--- config.mk ---
export PLATFORM = sky130hd
export DESIGN_NAME = sort_absorb_net
export DESIGN_NICKNAME = d
export VERILOG_FILES = /design/src/rtl/sa_pkg.sv /design/src/rtl/sa_cell.sv /design/src/rtl/sa_pass.sv /design/src/rtl/sort_absorb_net.sv
export SDC_FILE = /design/constraint.sdc
export NUM_CORES = 1
export LEC_CHECK = 0
export ABC_AREA = 1
export BUFFER_PORTS_ARGS = -buffer_cell sky130_fd_sc_hd__buf_2
export CAP_MARGIN = 40
export CORE_UTILIZATION = 40
export DETAILED_ROUTE_END_ITERATION = 12
export GPL_TIMING_DRIVEN = 0
export PLACE_DENSITY = 0.67
export SKIP_LAST_GASP = 1
export SYNTH_ARGS = -nofsm -noshare
export SYNTH_HDL_FRONTEND = slang
export SYNTH_HIERARCHICAL = 1
export SYNTH_SLANG_ARGS = --single-unit
export TNS_END_PERCENT = 20
--- constraint.sdc ---
create_clock -name clk -period 5.3 [get_ports clk]
set_input_delay 1.06 -clock clk [delete_from_list [all_inputs] [get_ports clk]]
set_output_delay 1.06 -clock clk [all_outputs]
set_load 0.05 [all_outputs]
--- src/rtl/sa_pkg.sv ---
// Shared types for the tagged sort/absorb network.
// Assumes: nothing beyond the standard types.
package sa_pkg;

    // Which column of cells a pass uses: pairs starting at even or odd index.
    typedef enum logic {
        PH_EVEN = 1'b0,
        PH_ODD  = 1'b1
    } pass_phase_e;

endpackage

--- src/rtl/sa_cell.sv ---
// sa_cell: two-input compare/absorb cell, purely combinational.
// Low side (lo_*) receives the smaller valid word, high side (hi_*) the larger.
// Equal valid words: one copy stays low, the high side becomes a null.
// Nulls rank above every valid word; any null output carries data zero.
// Assumes: flag 1 = valid entry, flag 0 = null.
module sa_cell #(
    parameter int DW = 3
) (
    input  logic [DW-1:0] a_data,
    input  logic          a_tag,
    input  logic [DW-1:0] b_data,
    input  logic          b_tag,
    output logic [DW-1:0] lo_data,
    output logic          lo_tag,
    output logic [DW-1:0] hi_data,
    output logic          hi_tag
);

    logic same;
    logic a_above;

    // Word relations that steer the cell.
    always_comb begin
        same    = (a_data == b_data);
        a_above = (a_data > b_data);
    end

    // Pick the action from both flags and the word relations.
    always_comb begin
        lo_data = '0;
        lo_tag  = 1'b0;
        hi_data = '0;
        hi_tag  = 1'b0;
        case ({a_tag, b_tag})
            2'b11: begin
                if (same) begin
                    lo_data = a_data;
                    lo_tag  = 1'b1;
                end else if (a_above) begin
                    lo_data = b_data;
                    lo_tag  = 1'b1;
                    hi_data = a_data;
                    hi_tag  = 1'b1;
                end else begin
                    lo_data = a_data;
                    lo_tag  = 1'b1;
                    hi_data = b_data;
                    hi_tag  = 1'b1;
                end
            end
            2'b10: begin
                lo_data = a_data;
                lo_tag  = 1'b1;
            end
            2'b01: begin
                lo_data = b_data;
                lo_tag  = 1'b1;
            end
            default: begin
                lo_data = '0;
                lo_tag  = 1'b0;
            end
        endcase
    end

endmodule

--- src/rtl/sa_pass.sv ---
// sa_pass: one column of sa_cell instances over the whole entry bank.
// ODD = 0 pairs (0,1),(2,3),...; ODD = 1 pairs (1,2),(3,4),...
// Entries not covered by a cell pass through unchanged.
// Assumes: entry i at bits [i*DW +: DW], flag i at bit i.
module sa_pass #(
    parameter int N_ENT = 4,
    parameter int DW    = 3,
    parameter int ODD   = 0
) (
    input  logic [N_ENT*DW-1:0] d_in,
    input  logic [N_ENT-1:0]    t_in,
    output logic [N_ENT*DW-1:0] d_out,
    output logic [N_ENT-1:0]    t_out
);

    for (genvar i = 0; i < N_ENT; i++) begin : g_ent
        localparam bit LEAD  = ((i % 2) == ODD) && (i + 1 < N_ENT);
        localparam bit TRAIL = (i >= 1) && (((i - 1) % 2) == ODD);
        if (LEAD) begin : g_cell
            sa_cell #(.DW(DW)) cell_i (
                .a_data (d_in[i*DW +: DW]),
                .a_tag  (t_in[i]),
                .b_data (d_in[(i+1)*DW +: DW]),
                .b_tag  (t_in[i+1]),
                .lo_data(d_out[i*DW +: DW]),
                .lo_tag (t_out[i]),
                .hi_data(d_out[(i+1)*DW +: DW]),
                .hi_tag (t_out[i+1])
            );
        end else if (!TRAIL) begin : g_thru
            assign d_out[i*DW +: DW] = d_in[i*DW +: DW];
            assign t_out[i]          = t_in[i];
        end
    end

endmodule

--- src/rtl/sort_absorb_net.sv ---
// sort_absorb_net: register-per-pass network that orders tagged entries
// and absorbs repeats. Even and odd columns alternate each cycle. The run
// ends once an even and an odd column in a row change nothing; then done
// pulses for one cycle and the bank holds until the next accepted start.
// Assumes: synchronous active-low reset; start is ignored while running.
module sort_absorb_net #(
    parameter int N_ENT = 4,
    parameter int DW    = 3
) (
    input  logic                clk,
    input  logic                rst_n,
    input  logic                start,
    input  logic [N_ENT*DW-1:0] in_data,
    input  logic [N_ENT-1:0]    in_tag,
    output logic                done,
    output logic [N_ENT*DW-1:0] out_data,
    output logic [N_ENT-1:0]    out_tag
);
    import sa_pkg::*;

    localparam int BW = N_ENT * DW;

    logic [BW-1:0]    data_q;
    logic [N_ENT-1:0] tag_q;
    logic             busy_q;
    pass_phase_e      phase_q;
    logic             quiet_q;
    logic             done_q;

    logic [BW-1:0]    ev_data, od_data, nx_data;
    logic [N_ENT-1:0] ev_tag,  od_tag,  nx_tag;
    logic             changed;

    sa_pass #(.N_ENT(N_ENT), .DW(DW), .ODD(0)) pass_even_i (
        .d_in (data_q),
        .t_in (tag_q),
        .d_out(ev_data),
        .t_out(ev_tag)
    );

    sa_pass #(.N_ENT(N_ENT), .DW(DW), .ODD(1)) pass_odd_i (
        .d_in (data_q),
        .t_in (tag_q),
        .d_out(od_data),
        .t_out(od_tag)
    );

    // Select this cycle's column and detect whether it alters the bank.
    always_comb begin
        if (phase_q == PH_ODD) begin
            nx_data = od_data;
            nx_tag  = od_tag;
        end else begin
            nx_data = ev_data;
            nx_tag  = ev_tag;
        end
        changed = (nx_data != data_q) || (nx_tag != tag_q);
    end

    // Load, step the bank one column per cycle, and finish on two quiet passes.
    always_ff @(posedge clk) begin
        if (!rst_n) begin
            data_q  <= '0;
            tag_q   <= '0;
            busy_q  <= 1'b0;
            phase_q <= PH_EVEN;
            quiet_q <= 1'b0;
            done_q  <= 1'b0;
        end else begin
            done_q <= 1'b0;
            if (!busy_q) begin
                if (start) begin
                    data_q  <= in_data;
                    tag_q   <= in_tag;
                    busy_q  <= 1'b1;
                    phase_q <= PH_EVEN;
                    quiet_q <= 1'b0;
                end
            end else begin
                data_q  <= nx_data;
                tag_q   <= nx_tag;
                phase_q <= (phase_q == PH_EVEN) ? PH_ODD : PH_EVEN;
                quiet_q <= !changed;
                if (!changed && quiet_q) begin
                    busy_q <= 1'b0;
                    done_q <= 1'b1;
                end
            end
        end
    end

    assign done     = done_q;
    assign out_data = data_q;
    assign out_tag  = tag_q;

endmodule

==> results.json, run 1 <==
{
  "drtIter0Drc": 154,
  "crit_cells": 18,
  "start_kind": "flip-flop",
  "clock_path_buffers": 2,
  "path_cells": "inv_1, ha_1, a21oi_1, nand2_1, nand2_2, nand2_2, nand3_1, nand2_1, inv_1, nand2_1, nand3_1, nand2_1, nor2_1, nand2_1, nor2_1, nand3_1, nand2_1, inv_1",
  "final_cell_mix": "142 x nand2_1, 52 x nand3_1, 50 x inv_1",
  "crit_buf_inv": 3,
  "critPathTopFamily": "simple AND/OR/NAND/NOR gates",
  "synthDistinctLibCells": 20,
  "r2r-start": "out_data[8]",
  "hold_viol": 0,
  "critPathMaxFanout": 9,
  "fp.dieH_um": 72.7,
  "num_vias": 2315,
  "finalMaxSlewViolations": 0,
  "required_ns": 5.47,
  "drv_cap": 0,
  "skew_ns": 0.00333,
  "cts_setup_buffers": 0,
  "die_x_um": 72.7,
  "nFillCells": 546,
  "powerDensity_nw_per_um2": 224,
  "grt_setup_unrepaired": "false",
  "clock.fmax_ghz": 0.403,
  "ys_ff_latch": 20,
  "avgSynthCellArea_um2": 5.39,
  "synth_nets": 399,
  "fin_util_pct": 49.0,
  "grt_max_degree": 17,
  "htreeDepth": 1,
  "yosysTopAreaCell": "nand2_1",
  "areaGrowthSynthToFinish_pct": 16.5,
  "antenna_found_initial": 0,
  "cts.clk_slew.worst_paths_ns": 0.08,
  "port_buffers": 35,
  "syn_area_um2": 2000,
  "endpoint": "busy_q",
  "layout.nets": 439,
  "syn_inst": 371,
  "tightestPinTransition_ns": 0.587,
  "yosysTopAreaCellShare_pct": 26.7,
  "drive_above_1_share_pct": 15.1,
  "die_area_um2": 5290,
  "reg2reg_to": "busy_q",
  "drc_errors": 0,
  "io_pins": 36,
  "dp_cells": 473,
  "synthTopCellsByArea": "nand2_1 27%, dfxtp_1 20%, nand3_1 13%",
  "critPathArrivalTime_ns": 2.66,
  "drtPass1Iterations": 5,
  "post_drt_wl_per_cell_um": 11.7,
  "postRouteWirelength_mm": 5.60,
  "finalCritPeriodShare_pct": 46.9,
  "overflow": 0,
  "path_class": "reg -> reg",
  "core_area_um2": 4750,
  "ir_drop_mv": 0.112,
  "cts_hold_repair.buffers": 0,
  "relSlewSlack_pct": 60.9,
  "min_period_ns": 2.48,
  "crit_top_cell": "nand2_1",
  "ctsRootBufferMaster": "clkbuf_8",
  "crit_start": "out_data[8]",
  "hp-class": "reg -> reg",
  "grt_pass1_wl_mm": 9.18,
  "hold_slack_ns": 0.446,
  "p_leak_nw": 1.24,
  "rows": 25,
  "antenna_left": 0,
  "grt.total_usage_pct": 22.3,
  "cts_sinks": 20,
  "finalSetupTns_ns": 0,
  "start_util_pct": 42.1,
  "finalPower_w": 0.000523,
  "r2r_setup_slack_ns": 2.82,
  "crit_path_end_kind": "flip-flop",
  "slowest_delay_ns": 0.53,
  "reg2reg_depth": 18,
  "status": "finished, final reports clean",
  "ys_seq_area_share_pct": 20.0,
  "crit_slowest_cell": "dfxtp_1",
  "clk_latency_ns": 0.27,
  "grt_pass1_vias": 1965,
  "final_common_cell": "nand2_1",
  "finalNonFillerCells": 477,
  "vias_per_cell": 4.85,
  "n_antenna_cell": 0,
  "ctsResizeCount": 0,
  "dpl.hpwl_mm": 4.17,
  "ys.warnings.count": 6,
  "cts_tree": "yes",
  "cts_buffers": 3,
  "setup_violations": 0,
  "place_congestion": 0.846
}
[Yosys cell counts (all sizes together)]
master / n
a21oi: 6
o21ai: 5
ha: 9
nand2: 148
buf: 14
or2: 3
nand3b: 3
a221oi: 6
clkinv: 1
nand3: 52
dfxtp: 20
clkbuf: 2
nor2: 44
a31oi: 7
inv: 51
[cells by family after synthesis]
logic type / count (synthesis) / share of synthesized area, %
adders and majority gates: 9 / 5.63
DFF: 20 / 20.0
buffers and inverters: 68 / 14.9
AOI/OAI and AO/OA: 24 / 7.57
and+or+nand+nor: 250 / 51.9
[state kept, by name, summed over array words and instances (netlist names)]
signal / count
busy_q: 1
done: 1
out_data: 12
out_tag: 4
phase_q: 1
quiet_q: 1
[power breakdown]
group | internal (W) | switching, W
logic | 0.0000624 | 0.000123
clock network | 0.000101 | 0.0000573
registers | 0.000159 | 0.0000206
total | 0.000322 | 0.000201
[worst min path at each step]
stage	cells past startpoint	from	slack (ns)	end
2_1_floorplan	2	quiet_q	0.42	done
3_3_place_gp	2	quiet_q	0.43	done
3_5_place_dp	2	quiet_q	0.43	done
4_1_cts	2	quiet_q	0.45	done
5_1_grt	2	quiet_q	0.49	done
6_report	2	quiet_q	0.45	done
[metrics by stage]
stage                     setup WS (ns)  cell area (um2)
after floorplan                    2.83             2000
after global placement             2.88             2260
after detailed placement           2.84             2260
after CTS                          2.83             2330
after global routing               2.56             2330
final                              2.82             2330
[worst min-delay path, cell delays in order, from the launching register on]
cell and delay [ns]:
dfxtp_1 0.33, inv_1 0.05, nor2_1 0.03
[cell type report]
type	instances	area, um2	share of cell area, %
multi-input cells	283	1300	55.9
flip-flops and latches	20	400	17.2
inverters	52	195	8.38
repair buffers	35	175	7.52
plain buffers	16	103	4.40
well taps	67	83.8	3.60
clock buffers	3	41.3	1.77
clock inverters	1	30.0	1.29
[layer usage]
| layer | vias to the layer above | track usage, % | routed length (um) |
|---|---|---|---|
| met3 | 7 | 2.07 | 240 |
| met5 | - | 0 | 0 |
| met1 | 1019 | 30.4 | 2710 |
| li1 | 1240 | - | - |
| met4 | 0 | 6.97 | 83 |
| met2 | 49 | 37.3 | 2570 |
No activity file was read; power rests on OpenSTA's default activity.
==> run 2, diff against run 1 <==
==> constraint.sdc (replaced) <==
create_clock -name clk -period 2.3 [get_ports clk]
set_input_delay 0.46 -clock clk [delete_from_list [all_inputs] [get_ports clk]]
set_output_delay 0.46 -clock clk [all_outputs]
set_load 0.05 [all_outputs]
==> run 2 against run 1 <==
Compared with the run above: clock power up 140%; cell area up 16%; register-to-register slack worse by 2.7 ns; sequential power up 130%; largest cell class unchanged; sequential cell count unchanged; via count up 4.5%; critical path depth down 1; die area unchanged; combinational power rose to 3.0 times the previous value; hold slack worse by 0.0052 ns; count of clock-buffer cells in the layout unchanged.
==> results.json, run 2 (same netlist as run 1, synthesis figures left out) <==
{
  "die_area_um2": 5290,
  "core_area_um2": 4750,
  "skew_ns": 0.00716,
  "grt_pass1_wl_mm": 9.47,
  "post_drt_wl_per_cell_um": 12.4,
  "switching_share_pct": 39.2,
  "relSlewSlack_pct": 57.5,
  "status": "finished, final reports clean",
  "drtPass1Iterations": 4,
  "areaGrowthSynthToFinish_pct": 34.9,
  "place_congestion": 0.842,
  "rows": 25,
  "fin_util_pct": 56.7,
  "cts_tree": "yes",
  "place_worst_setup_slack_ns": -0.0553,
  "finalMaxSlewViolations": 0,
  "path_class": "reg -> reg",
  "required_ns": 2.51,
  "dpl.hpwl_mm": 4.11,
  "io_pins": 36,
  "clk_latency_ns": 0.27,
  "powerDensity_nw_per_um2": 495,
  "htreeDepth": 1,
  "crit_path_end_kind": "flip-flop",
  "antenna_found_initial": 0,
  "p_seq_share_pct": 30.7,
  "fp.dieH_um": 72.7,
  "grt_max_degree": 17,
  "port_buffers": 35,
  "antenna_left": 0,
  "overflow": 0,
  "drv_cap": 0,
  "largest_reg_flops": 12,
  "clock_path_buffers": 2,
  "drive_above_1_share_pct": 27.7,
  "cts.clk_slew.worst_paths_ns": 0.09,
  "setup_violations": 0,
  "critPathArrivalTime_ns": 2.42,
  "clkPwrFrac_pct": 27.9,
  "final_common_cell": "nand2_1",
  "ctsRootBufferMaster": "clkbuf_8",
  "finalCritPeriodShare_pct": 96.2,
  "drtIter0Drc": 186,
  "grt.total_usage_pct": 23.1,
  "finalWorstSetupSlack_ns": 0.0884,
  "critPathMaxFanout": 7,
  "ir_drop_mv": 0.320,
  "switchingPower_w": 0.000524,
  "grt_setup_unrepaired": "true",
  "start_util_pct": 42.1,
  "die_x_um": 72.7,
  "p_leak_nw": 1.39,
  "hold_viol": 0,
  "nFillCells": 488,
  "min_period_ns": 2.21,
  "n_antenna_cell": 0,
  "layout.nets": 458,
  "grt_pass1_vias": 2073,
  "drc_errors": 0,
  "postRouteWirelength_mm": 6.14,
  "cts_hold_repair.buffers": 0,
  "tightestPinTransition_ns": 0.638,
  "internal_power_w": 0.000812,
  "combPwrFrac_pct": 41.4,
  "final_cell_mix": "140 x nand2_1, 45 x inv_1, 44 x nand3_1",
  "cts_sinks": 20,
  "cts_buffers": 3,
  "vias_per_cell": 4.88,
  "num_vias": 2420,
  "clock.fmax_ghz": 0.452,
  "hp-class": "in -> reg",
  "start_kind": "flip-flop"
}
==> run 2: cell count changes in the layout (fill, tap and decap cells not counted), moves of 8 or more <==
cell     delta
dfxtp_4    +10
nand3_1     -8
nand3_2     +8
buf_4      +16
dfxtp_1    -11
==> run 2: power by group through the flow <==
stage	Sequential [W]	Clock, W	Combinational (W)
after floorplan	0.000468	0	0.000275
after global placement	0.000424	0	0.000422
after detailed placement	0.000423	0	0.000427
after CTS	0.000414	0.000380	0.000431
after global routing	0.000416	0.000390	0.000614
final	0.000411	0.000373	0.000552
==> run 2: metal layers <==
metal  vias up  share of wire (%)  global-route usage (%)
li1       1278                  -                       -
met3         4                3.9                    1.80
met5         -                  0                       0
met2        59                 49                    39.5
met4         0               0.65                    4.58
met1      1079                 47                    31.8
==> run 2: cell type report <==
| cell class | count | area, um2 | share of cell area, % |
|---|---|---|---|
| clock inverters | 1 | 30.0 | 1.11 |
| repair buffers | 54 | 355 | 13.2 |
| multi-input cells | 283 | 1450 | 53.8 |
| inverters | 52 | 195 | 7.24 |
| plain buffers | 16 | 103 | 3.80 |
| clock buffers | 3 | 41.3 | 1.53 |
| well taps | 67 | 83.8 | 3.11 |
| flip-flops and latches | 20 | 439 | 16.3 |
==> run 2: repair_timing <==
| action | in CTS | in global routing |
|---|---|---|
| setup endpoints to repair | 3 | 3 |
| pin swaps | 0 | 15 |
| setup buffers | 0 | 19 |
| resized for setup | 3 | 40 |
==> run 2: worst max-delay path, stage by stage, from the launching register on <==
cell,delay (ns)
dfxtp_4,0.37
inv_1,0.11
ha_4,0.23
a21oi_2,0.16
nand2_1,0.13
nand2_4,0.13
nand2_2,0.07
nand3_1,0.10
nand2_1,0.05
nand2_1,0.08
nand2_1,0.07
nand2_1,0.06
nand2_1,0.06
nor2_2,0.13
nand2_1,0.09
nor2_2,0.12
nand3b_1,0.11
nor2_1,0.10
==> run 2: final timing paths <==
check | start | to | slack [ns] | cells past startpoint
setup / recovery | out_data[11] | done | 0.09 | 17
hold / removal | in_data[8] | out_data[8] | 0.44 | 3
setup reg to reg | out_data[11] | done | 0.09 | 17
hold reg to reg | quiet_q | done | 0.45 | 2
==> run 2: through the flow <==
stage / setup TNS, ns / std cells / power [W] / area (um2) / hold WS [ns]
4_1_cts: 0 / 477 / 0.00123 / 2350 / 0.442
3_3_place_gp: -0.00205 / 473 / 0.000846 / 2270 / 0.434
2_1_floorplan: 0 / 371 / 0.000742 / 2010 / 0.422
6_report: 0 / 496 / 0.00134 / 2700 / 0.441
3_5_place_dp: -0.0973 / 473 / 0.000851 / 2270 / 0.441
5_1_grt: -0.180 / 496 / 0.00142 / 2700 / 0.455
==> run 3, diff against run 2 <==
==> constraint.sdc (replaced) <==
create_clock -name clk -period 2.4 [get_ports clk]
set_input_delay 0.48 -clock clk [delete_from_list [all_inputs] [get_ports clk]]
set_output_delay 0.48 -clock clk [all_outputs]
set_load 0.05 [all_outputs]
==> run 3 against run 2 <==
Compared with the run above: global-route usage decreased by 1.1 points; clock skew fell by 0.0036 ns; largest cell class unchanged; clock power down 5.6%.
==> results.json, run 3 (same netlist as run 1, synthesis figures left out) <==
{
  "status": "finished, final reports clean",
  "final_cell_mix": "142 x nand2_1, 49 x inv_1, 49 x nand3_1",
  "drtPass1Iterations": 4,
  "p_leak_nw": 1.31,
  "layout.nets": 447,
  "finalNonFillerCells": 485,
  "cts.clk_slew.worst_paths_ns": 0.09,
  "relSlewSlack_pct": 60.1,
  "post_drt_wl_per_cell_um": 11.7,
  "die_x_um": 72.7,
  "antenna_found_initial": 0,
  "overflow": 0,
  "finalSetupTns_ns": 0,
  "drive_above_1_share_pct": 22.2,
  "dpl.hpwl_mm": 4.09,
  "internal_power_w": 0.000746,
  "finalMaxSlewViolations": 0,
  "place_congestion": 0.850,
  "p_seq_share_pct": 32.5,
  "combPwrFrac_pct": 38.6,
  "drv_cap": 0,
  "vias_per_cell": 4.84,
  "required_ns": 2.57,
  "powerDensity_nw_per_um2": 489,
  "drtIter0Drc": 143,
  "min_period_ns": 2.20,
  "critPathMaxFanout": 7,
  "io_pins": 36,
  "crit_path_end_kind": "flip-flop",
  "cts_sinks": 20,
  "ctsRootBufferMaster": "clkbuf_8",
  "final_common_cell": "nand2_1",
  "cts_hold_repair.buffers": 0,
  "n_antenna_cell": 0,
  "drc_errors": 0,
  "hp-class": "reg -> reg",
  "postRouteWirelength_mm": 5.68,
  "grt_max_degree": 17,
  "start_util_pct": 42.1,
  "switchingPower_w": 0.000472,
  "clk_latency_ns": 0.27,
  "rows": 25,
  "core_area_um2": 4750,
  "areaGrowthSynthToFinish_pct": 24.7,
  "setup_violations": 0,
  "path_class": "reg -> reg",
  "port_buffers": 35,
  "finalCritPeriodShare_pct": 91.8,
  "switching_share_pct": 38.7,
  "grt_pass1_wl_mm": 9.11,
  "tightestPinTransition_ns": 0.599,
  "grt_pass1_vias": 1918,
  "start_kind": "flip-flop",
  "largest_reg_flops": 12,
  "cts_tree": "yes",
  "grt_setup_unrepaired": "false",
  "die_area_um2": 5290,
  "clkPwrFrac_pct": 28.9,
  "dp_cells": 473,
  "hold_viol": 0,
  "critPathArrivalTime_ns": 2.38,
  "grt.total_usage_pct": 22.0,
  "clock.fmax_ghz": 0.454,
  "cts_buffers": 3,
  "clock_path_buffers": 2,
  "htreeDepth": 1,
  "num_vias": 2347,
  "antenna_left": 0,
  "ir_drop_mv": 0.297,
  "fp.dieH_um": 72.7,
  "skew_ns": 0.00352
}
==> run 3: routing by layer <==
layer	vias to the layer above	track usage, %	wire (um)
li1	1262	-	-
met1	1027	30.9	2780
met2	54	37.0	2620
met3	4	1.38	249
met4	0	4.58	27
met5	-	0	0
==> run 3: per-stage QoR <==
step | power, W | hold slack [ns] | cell area (um2) | setup slack (ns) | utilization [%]
2_1_floorplan | 0.000710 | 0.422 | 2000 | 0.00347 | -
3_3_place_gp | 0.000807 | 0.431 | 2260 | 0.0249 | 47.6
3_5_place_dp | 0.000814 | 0.439 | 2260 | 0.0104 | 47.6
4_1_cts | 0.00116 | 0.452 | 2330 | 0.000276 | 49.1
5_1_grt | 0.00129 | 0.480 | 2490 | 0.00786 | 52.4
6_report | 0.00122 | 0.451 | 2490 | 0.197 | 52.4
==> run 3: critical path, stage by stage, from the launching register on <==
cell	delay [ns]
dfxtp_2	0.39
inv_1	0.08
ha_1	0.29
nand3_1	0.09
nand2_1	0.09
nand2_2	0.15
nand2_2	0.08
nand3_1	0.09
nand2_1	0.05
nand2_1	0.08
nand2_1	0.07
nand2_1	0.06
nand2_1	0.04
nor2_1	0.12
nand2_1	0.08
nor2_2	0.15
nand3_1	0.09
nand2_1	0.06
inv_1	0.03
==> run 3: power by group through the flow <==
stage	registers [W]	clock network [W]	logic, W
3_3_place_gp	0.000405	0	0.000403
3_5_place_dp	0.000405	0	0.000409
4_1_cts	0.000397	0.000354	0.000410
6_report	0.000396	0.000352	0.000470
2_1_floorplan	0.000447	0	0.000263
5_1_grt	0.000403	0.000366	0.000522
==> run 3: area by class of cell <==
cell class | instances | area [um2]
Buffer | 16 | 103
Clock buffer | 3 | 41.3
Clock inverter | 1 | 30.0
Fill cell | 533 | 2260
Inverter | 52 | 195
Multi-Input combinational cell | 283 | 1380
Sequential cell | 20 | 427
Tap cell | 67 | 83.8
Timing Repair Buffer | 43 | 235
==> run 3: what timing repair did <==
action / CTS / global route
gates resized for setup: 0 / 27
endpoints found under the setup margin: 0 / 3
setup buffers: 0 / 8
==> run 3: path summary, 6_finish.rpt <==
| check | startpoint | end | slack (ns) | cells past startpoint |
|---|---|---|---|---|
| hold / removal | quiet_q | done | 0.45 | 2 |
| setup reg to reg | out_data[10] | busy_q | 0.20 | 18 |
| hold reg to reg | quiet_q | done | 0.45 | 2 |
| setup / recovery | out_data[10] | busy_q | 0.20 | 18 |
